===== src/rtl/cpt_pkg.sv =====
package cpt_pkg;

  typedef enum logic [1:0] {
    PIN_FORCE_LO = 2'b00,
    PIN_INVERTED = 2'b01,
    PIN_TRUE     = 2'b10,
    PIN_FORCE_HI = 2'b11
  } pin_act_e;

  localparam int unsigned ADDR_ACTIONS  = 3;
  localparam int unsigned ADDR_DEADBAND = 4;
  localparam int unsigned ADDR_ENABLE   = 5;

  function automatic logic drive_pin(input pin_act_e act, input logic lvl);
    logic r;
    case (act)
      PIN_FORCE_LO: r = 1'b0;
      PIN_INVERTED: r = ~lvl;
      PIN_TRUE:     r = lvl;
      default:      r = 1'b1;
    endcase
    return r;
  endfunction

endpackage


===== src/rtl/cpt_cmp_unit.sv =====
module cpt_cmp_unit #(
  parameter int CW = 16
) (
  input  logic          clk,
  input  logic          rst_n,
  input  logic [CW-1:0] cnt,
  input  logic          dir_up,
  input  logic          reload,
  input  logic          sh_we,
  input  logic [CW-1:0] sh_wd,
  output logic          state,
  output logic          hit
);

  logic [CW-1:0] pend_q;
  logic [CW-1:0] work_q;
  logic          st_q;

  assign hit   = (cnt == work_q);
  assign state = st_q;

  always_ff @(posedge clk or negedge rst_n) begin
    if (!rst_n) begin
      pend_q <= '0;
      work_q <= '0;
      st_q   <= 1'b0;
    end else begin
      if (sh_we)  pend_q <= sh_wd;
      if (reload) work_q <= pend_q;
      if (reload)   st_q <= 1'b0;
      else if (hit) st_q <= dir_up;
    end
  end

  AST_WORK_STABLE: assert property (@(posedge clk) disable iff (!rst_n)
    !reload |=> $stable(work_q));
  AST_RELOAD_CLEARS: assert property (@(posedge clk) disable iff (!rst_n)
    reload |=> !st_q);
  AST_UP_MATCH_SETS: assert property (@(posedge clk) disable iff (!rst_n)
    (!reload && hit && dir_up) |=> st_q);
  AST_DOWN_MATCH_CLEARS: assert property (@(posedge clk) disable iff (!rst_n)
    (!reload && hit && !dir_up) |=> !st_q);
  AST_STATE_HOLDS: assert property (@(posedge clk) disable iff (!rst_n)
    (!reload && !hit) |=> $stable(st_q));

endmodule


===== src/rtl/cpt_deadband.sv =====
module cpt_deadband #(
  parameter int DBW = 8
) (
  input  logic           clk,
  input  logic           rst_n,
  input  logic           state,
  input  logic [DBW-1:0] db_len,
  output logic           lvl_a,
  output logic           lvl_b,
  output logic           quiet
);

  logic           prev_q;
  logic [DBW-1:0] hold_q;
  logic           flip;

  function automatic logic [DBW-1:0] gap_load(input logic [DBW-1:0] d);
    return (d == '0) ? '0 : d - DBW'(1);
  endfunction

  assign flip  = state ^ prev_q;
  assign quiet = flip ? (db_len != '0) : (hold_q != '0);
  assign lvl_a = state & ~quiet;
  assign lvl_b = ~state & ~quiet;

  always_ff @(posedge clk or negedge rst_n) begin
    if (!rst_n) begin
      prev_q <= 1'b0;
      hold_q <= '0;
    end else begin
      prev_q <= state;
      if (flip)               hold_q <= gap_load(db_len);
      else if (hold_q != '0)  hold_q <= hold_q - DBW'(1);
    end
  end

  AST_A_ON_DELAYED: assert property (@(posedge clk) disable iff (!rst_n)
    ((db_len != '0) && $rose(lvl_a)) |-> $past(state));
  AST_B_ON_DELAYED: assert property (@(posedge clk) disable iff (!rst_n)
    ((db_len != '0) && $rose(lvl_b)) |-> !$past(state));
  AST_A_OFF_AT_ONCE: assert property (@(posedge clk) disable iff (!rst_n)
    $fell(state) |-> !lvl_a);
  AST_B_OFF_AT_ONCE: assert property (@(posedge clk) disable iff (!rst_n)
    $rose(state) |-> !lvl_b);
  AST_ZERO_DB_PASS: assert property (@(posedge clk) disable iff (!rst_n)
    ((db_len == '0) && (hold_q == '0)) |-> (lvl_a == state));

endmodule


===== src/rtl/cpt_pin_map.sv =====
module cpt_pin_map
  import cpt_pkg::*;
#(
  parameter int NOUT = 6
) (
  input  logic [NOUT-1:0]   lvl,
  input  logic [2*NOUT-1:0] act,
  output logic [NOUT-1:0]   pins
);

  for (genvar k = 0; k < NOUT; k++) begin : g_pin
    always_comb pins[k] = drive_pin(pin_act_e'(act[2*k +: 2]), lvl[k]);
  end

endmodule


===== src/rtl/cmp_pwm_trio.sv =====
module cmp_pwm_trio
  import cpt_pkg::*;
#(
  parameter int CW  = 16,
  parameter int DBW = 8,
  parameter int NU  = 3,
  parameter int AW  = 3
) (
  input  logic            clk,
  input  logic            rst_n,
  input  logic [CW-1:0]   tmr_cnt,
  input  logic            tmr_up,
  input  logic            tmr_reload,
  input  logic            wr_en,
  input  logic [AW-1:0]   wr_addr,
  input  logic [CW-1:0]   wr_data,
  output logic [2*NU-1:0] pwm_out,
  output logic            pwm_oe
);

  localparam int NOUT = 2 * NU;

  logic [2*NOUT-1:0] act_q;
  logic [DBW-1:0]    db_q;
  logic              en_q;
  logic [NU-1:0]     unit_state;
  logic [NU-1:0]     unit_hit;
  logic [NU-1:0]     pair_quiet;
  logic [NOUT-1:0]   pair_lvl;

  wire wr_act = wr_en && (wr_addr == AW'(ADDR_ACTIONS));
  wire wr_db  = wr_en && (wr_addr == AW'(ADDR_DEADBAND));
  wire wr_ena = wr_en && (wr_addr == AW'(ADDR_ENABLE));

  always_ff @(posedge clk or negedge rst_n) begin
    if (!rst_n) begin
      act_q <= '0;
      db_q  <= '0;
      en_q  <= 1'b0;
    end else begin
      if (wr_act) act_q <= wr_data[2*NOUT-1:0];
      if (wr_db)  db_q  <= wr_data[DBW-1:0];
      if (wr_ena) en_q  <= wr_data[0];
    end
  end

  for (genvar u = 0; u < NU; u++) begin : g_unit
    cpt_cmp_unit #(.CW(CW)) u_cmp (
      .clk    (clk),
      .rst_n  (rst_n),
      .cnt    (tmr_cnt),
      .dir_up (tmr_up),
      .reload (tmr_reload),
      .sh_we  (wr_en && (wr_addr == AW'(u))),
      .sh_wd  (wr_data),
      .state  (unit_state[u]),
      .hit    (unit_hit[u])
    );
    cpt_deadband #(.DBW(DBW)) u_db (
      .clk    (clk),
      .rst_n  (rst_n),
      .state  (unit_state[u]),
      .db_len (db_q),
      .lvl_a  (pair_lvl[2*u]),
      .lvl_b  (pair_lvl[2*u+1]),
      .quiet  (pair_quiet[u])
    );
  end

  cpt_pin_map #(.NOUT(NOUT)) u_map (
    .lvl  (pair_lvl),
    .act  (act_q),
    .pins (pwm_out)
  );

  assign pwm_oe = en_q;

  AST_DISABLE_TRISTATES: assert property (@(posedge clk) disable iff (!rst_n)
    (wr_ena && !wr_data[0]) |=> !pwm_oe);
  AST_ENABLE_DRIVES: assert property (@(posedge clk) disable iff (!rst_n)
    (wr_ena && wr_data[0]) |=> pwm_oe);
  AST_RELOAD_NO_SET: assert property (@(posedge clk) disable iff (!rst_n)
    tmr_reload |=> (unit_state == '0));
  AST_QUIET_PAIR_OFF: assert property (@(posedge clk) disable iff (!rst_n)
    (pair_quiet[0]) |-> (pair_lvl[1:0] == 2'b00));

endmodule


===== config.mk =====
export PLATFORM = sky130hd
export DESIGN_NAME = cmp_pwm_trio
export DESIGN_NICKNAME = d
export VERILOG_FILES = /design/src/rtl/cpt_pkg.sv /design/src/rtl/cpt_cmp_unit.sv /design/src/rtl/cpt_deadband.sv /design/src/rtl/cpt_pin_map.sv /design/src/rtl/cmp_pwm_trio.sv
export SDC_FILE = /design/constraint.sdc
export NUM_CORES = 1
export LEC_CHECK = 0
export BUFFER_PORTS_ARGS = -buffer_cell sky130_fd_sc_hd__buf_2
export CELL_PAD_IN_SITES_DETAIL_PLACEMENT = 0
export CELL_PAD_IN_SITES_GLOBAL_PLACEMENT = 1
export CORE_MARGIN = 1.5
export CORE_UTILIZATION = 52
export CTS_CLUSTER_DIAMETER = 40
export DETAILED_ROUTE_END_ITERATION = 7
export GPL_TIMING_DRIVEN = 0
export PLACE_DENSITY = 0.79
export SLEW_MARGIN = 20
export SYNTH_ARGS = -nofsm -noshare
export SYNTH_HDL_FRONTEND = slang
export SYNTH_HIERARCHICAL = 1
export SYNTH_SLANG_ARGS = --single-unit

===== constraint.sdc =====
create_clock -name clk -period 3.5 [get_ports clk]
set_input_delay 0.875 -clock clk [delete_from_list [all_inputs] [get_ports clk]]
set_output_delay 0.875 -clock clk [all_outputs]
set_load 0.05 [all_outputs]

==> results of run 1 <==
## layer usage
layer  vias to the layer above  share of wire  global-route usage
met3                        17          0.026              0.0540
met5                         -              0                   0
met2                        61           0.52               0.385
li1                       2118              -                   -
met1                      2330           0.44               0.276
met4                         0          0.018              0.0779
## critical path, delay by kind of cell, from the launching register on
| family | cells | cell delay (ns) |
|---|---|---|
| flip-flops | 1 | 0.59 |
| AO/OA/AOI/OAI | 1 | 0.14 |
| multiplexers | 1 | 0.29 |
| AND/OR/NAND/NOR | 3 | 0.87 |
| buffers and inverters | 1 | 0.21 |
## report_power, final
group	internal (mW)	switching (mW)
clock	1.09	0.708
combinational	0.784	0.685
sequential	2.17	0.422
## registers in the layout, indices dropped and copies added, names as in the netlist
signal and flops:
g_unit.u_db/hold_q 24, act_q 12, g_unit.u_cmp/pend_q 48, pwm_oe 1
db_q 8, g_unit.u_db/prev_q 3, g_unit.u_cmp/work_q 48, g_unit.u_cmp/state 3
## metrics by stage
stage	instance area [sq um]	TNS, ns	hold WS [ns]	utilization
floorplan	7250	0	0.467	-
global placement	7690	-63.32	0.482	0.574
detailed placement	7730	0	0.487	0.577
CTS	8320	0	0.380	0.621
global route	8340	-0.134	0.395	0.622
finish	8340	0	0.374	0.622
## area by class of cell
class / count / area share
multi-input combinational: 382 / 0.412
tap: 176 / 0.0264
buffer: 17 / 0.0131
clock inverter: 11 / 0.0152
clock buffer: 20 / 0.0548
timing repair buffer: 46 / 0.0315
inverter: 12 / 0.00540
sequential: 147 / 0.441
## how the worst max path moves through the flow
stage	startpoint	endpoint	slack (ns)	cells past startpoint
floorplan	db_q[2]	pwm_out[4]	0.76	5
global placement	rst_n	g_unit[0].u_cmp/work_q[13]	-0.44	1
detailed placement	db_q[2]	pwm_out[4]	0.38	6
CTS	g_unit[2].u_cmp/state	pwm_out[5]	0.03	7
global route	db_q[4]	pwm_out[4]	-0.10	6
finish	db_q[4]	pwm_out[4]	0.10	6
## what timing repair did
action | CTS | global route
pin swaps | 0 | 0
gates resized for setup | 1 | 3
setup endpoints to repair | 2 | 5
==> metrics.md, run 1 <==
| Metric | Value |
|---|---|
| Peak supply drop | 0.000434 V |
| Relative slew slack | 0.538 |
| Syn. warnings | 6 |
| Vias | 4526 |
| Post-Place Cells | 780 |
| Initial Util | 0.541 |
| RSZ-0062 raised after global routing | yes |
| Setup Buffers After CTS | 0 |
| Share of post-route cells with drive strength above 1 | 0.375 |
| Area grow syn2layout | 15.0% |
| Commonest non-fill, non-tap cells in the layout | dfrtp_1, mux2_2, buf_2 |
| Mapped Cells | 558 |
| Port bufs | 45 |
| Initial antenna violation count | 0 |
| GRT Overall Usage | 0.224 |
| Crit Path Class | reg2out |
| Register area | 3680 sq um |
| Wirelength per Cell | 18.8 um |
| Diodes inserted | 0 |
| Hold Path Class | in2async |
| Core area | 13400 sq um |
| Commonest non-fill, non-tap cell in the layout | dfrtp_1 |
| Syn nets | 610 |
| DRC Markers | 0 |
| Post-Syn Area | 7250 sq um |
| Die Wd | 121 um |
| Static Leak | 3.62 nW |
| Final ANT Viol Nets | 0 |
| Die area | 14700 sq um |
| Grt total ovfl | 0 |
| Fin crit period | 3.40 ns |
| Slew @ Worst Pin | 0.693 ns |
| DRT iter0 DRCs | 243 |
| Post-route insts no fill | 811 |
| Hold Vio Cnt, Final | 0 |
| First-pass GRT wire length | 24.6 mm |
| Worst r2r dst | g_unit[2].u_db/hold_q[7] |
| Synth Area per Inst | 13.0 sq um |
| Vias per Instance | 5.58 |
| Largest stage delay on the critical path | 0.59 ns |
| CP Cell Sequence | nor4_2, and3_2, nor2b_1, o21a_1, mux2_4, buf_2 |
| Rows | 42 |
| Slowest-stage cell, CP | dfrtp_1 |
| # H-tree levels | 4 |
| Clock Skew | 0.00726 ns |
| Slew Limit Fails | 0 |
| Max clock buf depth | 2 |
| CP Max Fanout | 13 |
| Setup crit end kind | output pin |
| CP arrival | 2.52 ns |
| CTS Sinks | 147 |
| Final WS setup | 0.103 ns |
| Worst R2R Setup Slack | 1.60 ns |
| Total CTS buffers | 17 |
| Vert. Die Dim | 121 um |
| CTS root buf | clkbuf_16 |
| Setup crit start kind | register |
| Fmax | 294 MHz |
| Clock slew at reported path FFs | 0.06 ns |
| TritonCTS clock tree | yes |
| GP Congestion | 0.786 |
| Pwr/cell area | 702 nW/um^2 |
| Nets | 675 |
| R2R depth | 4 |
| Final Setup Violations | 0 |
| Multi-input gate area | 3440 sq um |
| Fin crit share | 0.970 |
| I/O pins | 47 |
| Worst skew pair latency | 0.42 ns |
| Worst flop-to-flop path startpoint | db_q[4] |
| Fillers | 1080 |
| WP data required | 2.62 ns |
| Largest net degree at the start of global routing | 92 |
| Drt first pass iters | 4 |
| DP Worst Slack | 0.379 ns |
| DP Wirelength | 10.7 mm |
| Status | complete, no violations |
| # hold bufs at CTS | 0 |
| Final wirelength | 15.2 mm |
| Tot Pwr | 5.86 mW |
| Maxcap violations | 0 |
| Vias in the first global route | 4698 |
Note: power is estimated with default switching activity, not from simulation.
==> inputs of run 2 (changes only) <==
- CORE_ASPECT_RATIO: default -> 2
- SYNTH_HIERARCHICAL: 1 -> default
==> run 2 against run 1 <==
- synthesized area is 5.1% lower
- non-clock buffer count is 1 higher
- critical path depth is 1 higher
- wire length is 0.71% lower
- clock-buffer cell count is 3 lower
- combinational power hardly changed
- synthesized cell count is 6.3% lower
- first-iteration DRC count is 47% lower
- design area is 4.5% lower
- sequential share of layout area is 2.0 points higher
- critical endpoint is now pwm_out[2]
- largest cell class unchanged
- largest power group unchanged
==> metrics.md, run 2 <==
| Metric | Value |
|---|---|
| Commonest cells post-synth | dfrtp_1, mux2_1, mux2_2 |
| DRT iter0 DRCs | 130 (-47%) |
| Area fraction of the dominant cell type after synthesis | 0.535 |
| Relative slew slack | 0.471 (-0.0665) |
| Post-Place Cells | 719 (-7.8%) |
| Slowest-stage cell, CP | or3b_4 |
| CP arrival | 2.55 ns (+0.03 ns) |
| Vias | 4322 (-4.5%) |
| Status | complete, no violations |
| Setup crit end kind | output pin |
| Crit. path cell count | 7 (+1) |
| Rows | 59 (+40%) |
| Sequential area share after synthesis | 0.535 |
| DP Area | 7320 sq um (-5.3%) |
| Ys flop type | dfrtp_1 |
| Hold Path Class | in2async |
| Commonest non-fill, non-tap cell in the layout | dfrtp_1 |
| Post-Syn Area | 6880 sq um (-5.1%) |
| Mapped Cells | 523 (-6.3%) |
| Port bufs | 43 (-4.4%) |
| Vias per Instance | 5.72 (+2.4%) |
| # H-tree levels | 4 (unchanged) |
| Syn. warnings | 0 (-6) |
| Compound-cell area share of the yosys netlist | 0.0453 |
| R2R depth | 6 (+2) |
| DRC Markers | 0 (unchanged) |
| Die Wd | 84.3 um (-30%) |
| Fin crit share | 0.977 (+0.00705) |
| DP Wirelength | 11.3 mm (+5.6%) |
| Total CTS buffers | 17 (unchanged) |
| Final Setup Violations | 0 (unchanged) |
| GRT Overall Usage | 0.229 (+0.00561) |
| Commonest non-fill, non-tap cells in the layout | dfrtp_1, mux2_1, mux2_2 |
| CP Cell Sequence | inv_2, ha_2, or3b_4, or3b_4, o22ai_2, mux2_2, buf_6 |
| Pwr/cell area | 713 nW/um^2 (+1.6%) |
| Peak supply drop | 0.000436 V (+0.41%) |
| Largest family of logic cells by synthesized area | multiplexers |
| Final instance area | 7970 sq um (-4.5%) |
| Clock Skew | 0.00532 ns (-0.00194 ns) |
| Max clock buf depth | 2 (unchanged) |
| Initial antenna violation count | 0 (unchanged) |
| Cell with the most instances after synthesis | dfrtp_1 |
| CTS root buf | clkbuf_16 |
| Final ANT Viol Nets | 0 (unchanged) |
| Final WS setup | 0.0788 ns (-0.0247 ns) |
| CTS Sinks | 147 (unchanged) |
| Number of distinct library cells after synthesis | 48 |
| Nets | 635 (-5.9%) |
| Worst flop-to-flop path startpoint | g_unit[1].u_db.hold_q[0] |
| Maxcap violations | 0 (unchanged) |
| Vias in the first global route | 4732 (+0.72%) |
| Clock slew at reported path FFs | 0.06 ns (about the same) |
| GP Congestion | 0.859 (+9.3%) |
| Post-synth top area cell | dfrtp_1 |
| Buffers & Inverters on Critical Path | 2 (+1) |
| Largest cells by area after synthesis | dfrtp_1, mux2_1, mux2_2, xor2_1, xnor2_1 |
| Xor and xnor area share after synthesis | 0.0726 |
| Core area | 13000 sq um (-3.0%) |
| Worst R2R Setup Slack | 1.49 ns (-0.11 ns) |
| First-pass GRT wire length | 24.3 mm (-1.1%) |
| Largest stage delay on the critical path | 0.42 ns (-0.17 ns) |
| DP Worst Slack | 0.344 ns (-0.0350 ns) |
| Post-synthesis async set-or-reset flop share | 1.00 |
| Syn nets | 567 (-7.0%) |
| Post-route insts no fill | 756 (-6.8%) |
| Grt total ovfl | 0 (unchanged) |
| EDFF count, synth | 0 |
| WP data required | 2.62 ns (about the same) |
| Setup crit start kind | register |
| Vert. Die Dim | 166 um (+37%) |
| Cell mode on critical path | or3b_4 |
| Slew Limit Fails | 0 (unchanged) |
| Drt first pass iters | 4 (unchanged) |
| Die area | 14000 sq um (-4.7%) |
| TritonCTS clock tree | yes |
| Static Leak | 3.49 nW (-3.4%) |
| Crit Path Class | reg2out |
| Post-synthesis mux area share | 0.236 |
| Area grow syn2layout | 15.8% |
| CP Max Fanout | 3 (-10) |
| Initial Util | 0.529 (-0.0114) |
| Hold slack | 0.357 ns (-0.0170 ns) |
| Post-synthesis register bit count | 147 |
| Adder and majority cell fraction of the synthesized area | 0.00728 |
| Post-Synth Simple-Gate Area | 0.0880 |
| Worst r2r dst | g_unit[1].u_db.hold_q[1] |
| Tot Pwr | 5.68 mW (-3.0%) |
| Hold Vio Cnt, Final | 0 (unchanged) |
| Slew @ Worst Pin | 0.793 ns (+0.0998 ns) |
| Diodes inserted | 0 (unchanged) |
| Largest regs | g_unit.u_cmp.pend_q (48), g_unit.u_cmp.work_q (48), g_unit.u_db.hold_q (24) |
| Delay-heaviest family, CP | simple AND/OR/NAND/NOR gates |
| # hold bufs at CTS | 0 (unchanged) |
| Largest net degree at the start of global routing | 101 (+9.8%) |
| Synth Area per Inst | 13.2 sq um (+1.3%) |
| I/O pins | 47 (unchanged) |
| Final wirelength | 15.1 mm (-0.71%) |
| Worst skew pair latency | 0.42 ns (about the same) |
| Share of post-route cells with drive strength above 1 | 0.276 (-0.0983) |
| Fin crit period | 3.42 ns (+0.0247 ns) |
| Wirelength per Cell | 20.0 um (+6.5%) |
| Fmax | 292 MHz (-0.72%) |
## run 2: timing repair
| item | 4_1_cts | 5_1_grt |
|---|---|---|
| buffers inserted | 1 | 4 |
| resized for setup | 7 | 6 |
| setup endpoints to repair | 4 | 5 |
## run 2: logic make-up (layout without fill, tap and decap cells)
group | after synthesis | after routing
DFF | 147 | 147
muxes | 145 | 145
and+or+nand+nor | 93 | 93
xor gates and xnor gates | 57 | 57
AOI/OAI and AO/OA | 49 | 49
buffers and inverters | 28 | 109
adders and majority gates | 4 | 4
## run 2: worst max path at each step
stage                                        start                    endpoint  slack [ns]
after global placement                       rst_n  g_unit[1].u_cmp.work_q[13]       -0.45
final                     g_unit[1].u_db.hold_q[0]                  pwm_out[2]        0.08
after detailed placement                   db_q[0]                  pwm_out[4]        0.34
after CTS                                  db_q[0]                  pwm_out[4]        0.02
after floorplan           g_unit[1].u_db.hold_q[0]                  pwm_out[2]        0.55
after global routing      g_unit[1].u_db.hold_q[0]                  pwm_out[2]       -0.01
## run 2: area by class of cell
cell class	count	area [sq um]
Fill cell	1072	5030
Sequential cell	147	3680
Multi-Input combinational cell	348	3130
Clock buffer	17	425
Timing Repair Buffer	49	297
Tap cell	152	190
Clock inverter	15	134
Buffer	15	60.1
Inverter	13	48.8
## run 2: worst register-to-register path, stage by stage (launching register included)
cell and delay, ns:
dfrtp_1 0.40, inv_2 0.08, ha_2 0.18, or3b_4 0.40, or3b_4 0.42, mux2_4 0.33
mux2i_4 0.13
## run 2: metrics by stage
step | setup TNS [ns] | utilization
finish | 0 | 0.613
global route | -0.0106 | 0.613
CTS | 0 | 0.609
detailed placement | 0 | 0.563
global placement | -63.78 | 0.561
floorplan | 0 | -
## run 2: metal layers
layer | GRT usage | share of wire
met5 | 0 | 0
met4 | 0.107 | 0.037
met3 | 0.0334 | 0.022
met2 | 0.453 | 0.59
met1 | 0.225 | 0.35
## run 2: where the power goes
part | switching, mW | leakage (nW) | internal [mW] | total (mW)
sequential | 0.355 | 1.78 | 2.17 | 2.52
clock | 0.728 | 0.270 | 0.983 | 1.71
combinational | 0.719 | 1.44 | 0.732 | 1.45
==> inputs of run 3 (changes only) <==
- CORE_UTILIZATION: 52 -> 45
- PLACE_DENSITY: 0.79 -> 0.73
- clock period: 3.5 -> 2.8 ns (I/O delays scaled with it)
==> run 3 against run 2 <==
- the flow now finishes with violations (setup timing)
- register-to-register slack lost 0.74 ns
- critical endpoint unchanged
- sequential power rose by 26%
- design area grew 6.1%
- clock skew grew 0.0079 ns
- sequential share of layout area is 2.7 points lower
- sequential cell count unchanged
==> metrics.md, run 3 (synthesis gave the netlist of run 2 again) <==
| Metric | Value |
|---|---|
| Slew Limit Fails | 0 (unchanged) |
| Setup crit start kind | register |
| Final wirelength | 15.9 mm (+4.9%) |
| GRT Overall Usage | 0.212 (-0.0178) |
| Most used routing layer | met2 |
| Clock Skew | 0.0133 ns (+0.00793 ns) |
| Max clock buf depth | 2 (unchanged) |
| Pwr/cell area | 890 nW/um^2 (+25%) |
| Area grow syn2layout | 22.9% |
| Rows | 63 (+6.8%) |
| Hold Path Class | in2async |
| Commonest non-fill, non-tap cell in the layout | dfrtp_1 |
| Total CTS buffers | 17 (unchanged) |
| Fin crit period | 3.13 ns |
| Met1 GRT Util | 0.212 (-0.0130) |
| TritonCTS clock tree | yes |
| Relative slew slack | 0.405 (-0.0662) |
| DP Wirelength | 11.5 mm (+1.5%) |
| Vert. Die Dim | 178 um (+7.4%) |
| RSZ-0062 raised after global routing | yes |
| Worst skew pair latency | 0.42 ns (about the same) |
| Die Wd | 90.4 um (+7.2%) |
| Setup crit end kind | output pin |
| Maxcap violations | 0 (unchanged) |
| Port bufs | 43 (unchanged) |
| Vias | 4427 (+2.4%) |
| Fillers | 1248 (+16%) |
| Initial Util | 0.462 (-0.0677) |
| Worst R2R Setup Slack | 0.75 ns (-0.74 ns) |
| Commonest non-fill, non-tap cells in the layout | dfrtp_1, mux2_1, mux2_2 |
| Post-route insts no fill | 826 (+9.3%) |
| Final Setup Violations | 5 (+5) |
| Wirelength per Cell | 19.2 um (-4.0%) |
| Tot Pwr | 7.52 mW (+32%) |
| Post-Place Cells | 762 (+6.0%) |
| I/O pins | 47 (unchanged) |
| Largest regs | g_unit.u_cmp.pend_q (48), g_unit.u_cmp.work_q (48), g_unit.u_db.hold_q (24) |
| DP Area | 7370 sq um (+0.73%) |
| Initial antenna violation count | 0 (unchanged) |
| CTS root buf | clkbuf_16 |
| Vias in the first global route | 4842 (+2.3%) |
| WP data required | 2.10 ns (-0.52 ns) |
| Largest net degree at the start of global routing | 95 (-5.9%) |
| Hold slack | 0.201 ns (-0.157 ns) |
| # hold bufs at CTS | 0 (unchanged) |
| CP Max Fanout | 2 (-1) |
| Nets | 662 (+4.3%) |
| DP Worst Slack | -0.198 ns (-0.543 ns) |
| Crit Path Class | reg2out |
| Static Leak | 3.67 nW (+5.0%) |
| Grt total ovfl | 0 (unchanged) |
| Final ANT Viol Nets | 0 (unchanged) |
| CP arrival | 2.43 ns (-0.12 ns) |
| Peak supply drop | 0.000526 V (+21%) |
| Die area | 16100 sq um (+15%) |
| GR Layer Usage met2 | 0.411 (-0.0415) |
| Fin crit share | 1.12 |
| Global-route met3 utilization | 0.0334 (+0.0000359) |
| CTS Sinks | 147 (unchanged) |
| Fmax | 320 MHz |
| Fin Setup TNS | -0.646 ns (-0.646 ns) |
| Final core utilization | 0.567 (-0.0458) |
| Clock slew at reported path FFs | 0.07 ns (about the same) |
| Slew @ Worst Pin | 0.888 ns (+0.0945 ns) |
| # H-tree levels | 4 (unchanged) |
| DRC Markers | 0 (unchanged) |
| Final instance area | 8450 sq um (+6.1%) |
| Core area | 14900 sq um (+15%) |
| Drt first pass iters | 4 (unchanged) |
| DRT iter0 DRCs | 118 (-9.2%) |
| First-pass GRT wire length | 25.5 mm (+5.1%) |
| Diodes inserted | 0 (unchanged) |
| Hold Vio Cnt, Final | 0 (unchanged) |
| Status | finished with violations |
| Vias per Instance | 5.36 (-6.3%) |
| Final WS setup | -0.326 ns (-0.405 ns) |
| Share of post-route cells with drive strength above 1 | 0.341 (+0.0642) |
| GP Congestion | 0.825 (-4.0%) |
| Failing checks | setup timing |
run 3: layout make-up:
cell class,instances,area (sq um),area share
sequential,147,3680,0.435
timing repair buffer,76,549,0.0650
clock inverter,15,148,0.0175
clock buffer,17,425,0.0503
tap,195,244,0.0289
multi-input combinational,348,3300,0.390
inverter,13,48.8,0.00577
buffer,15,60.1,0.00711
run 3: per-layer routing:
layer,up-vias,part of all wire
met3,33,0.021
met2,75,0.58
met5,-,0
met1,2247,0.36
li1,2072,-
met4,0,0.042
run 3: worst max-delay path, cell delays in order (launching register included):
cell,delay (ns)
dfrtp_1,0.40
inv_2,0.09
ha_4,0.13
or3b_4,0.37
or3b_4,0.40
o22ai_4,0.12
mux2_4,0.34
buf_8,0.15
run 3: power by group:
group	leakage [nW]	switching [mW]	internal (mW)
registers	1.78	0.469	2.71
logic	1.61	0.998	1.15
clock network	0.278	0.951	1.25
run 3: timing repair:
action / in CTS / in global routing
pin swaps: 9 / 10
endpoints found under the setup margin: 6 / 6
buffers inserted: 22 / 10
gates resized for setup: 43 / 24
run 3: worst paths after layout:
kind / from / endpoint / cells after the start
max: g_unit[1].u_db.hold_q[1] / pwm_out[2] / 7
min: rst_n / g_unit[1].u_db.hold_q[5] / 1
max reg2reg: g_unit[1].u_db.hold_q[1] / g_unit[1].u_db.hold_q[1] / 7
min reg2reg: g_unit[2].u_cmp.state / g_unit[2].u_db.prev_q / 0
max in group asynchronous: rst_n / g_unit[0].u_cmp.work_q[1] / 2
min in group clk: g_unit[2].u_cmp.state / g_unit[2].u_db.prev_q / 0
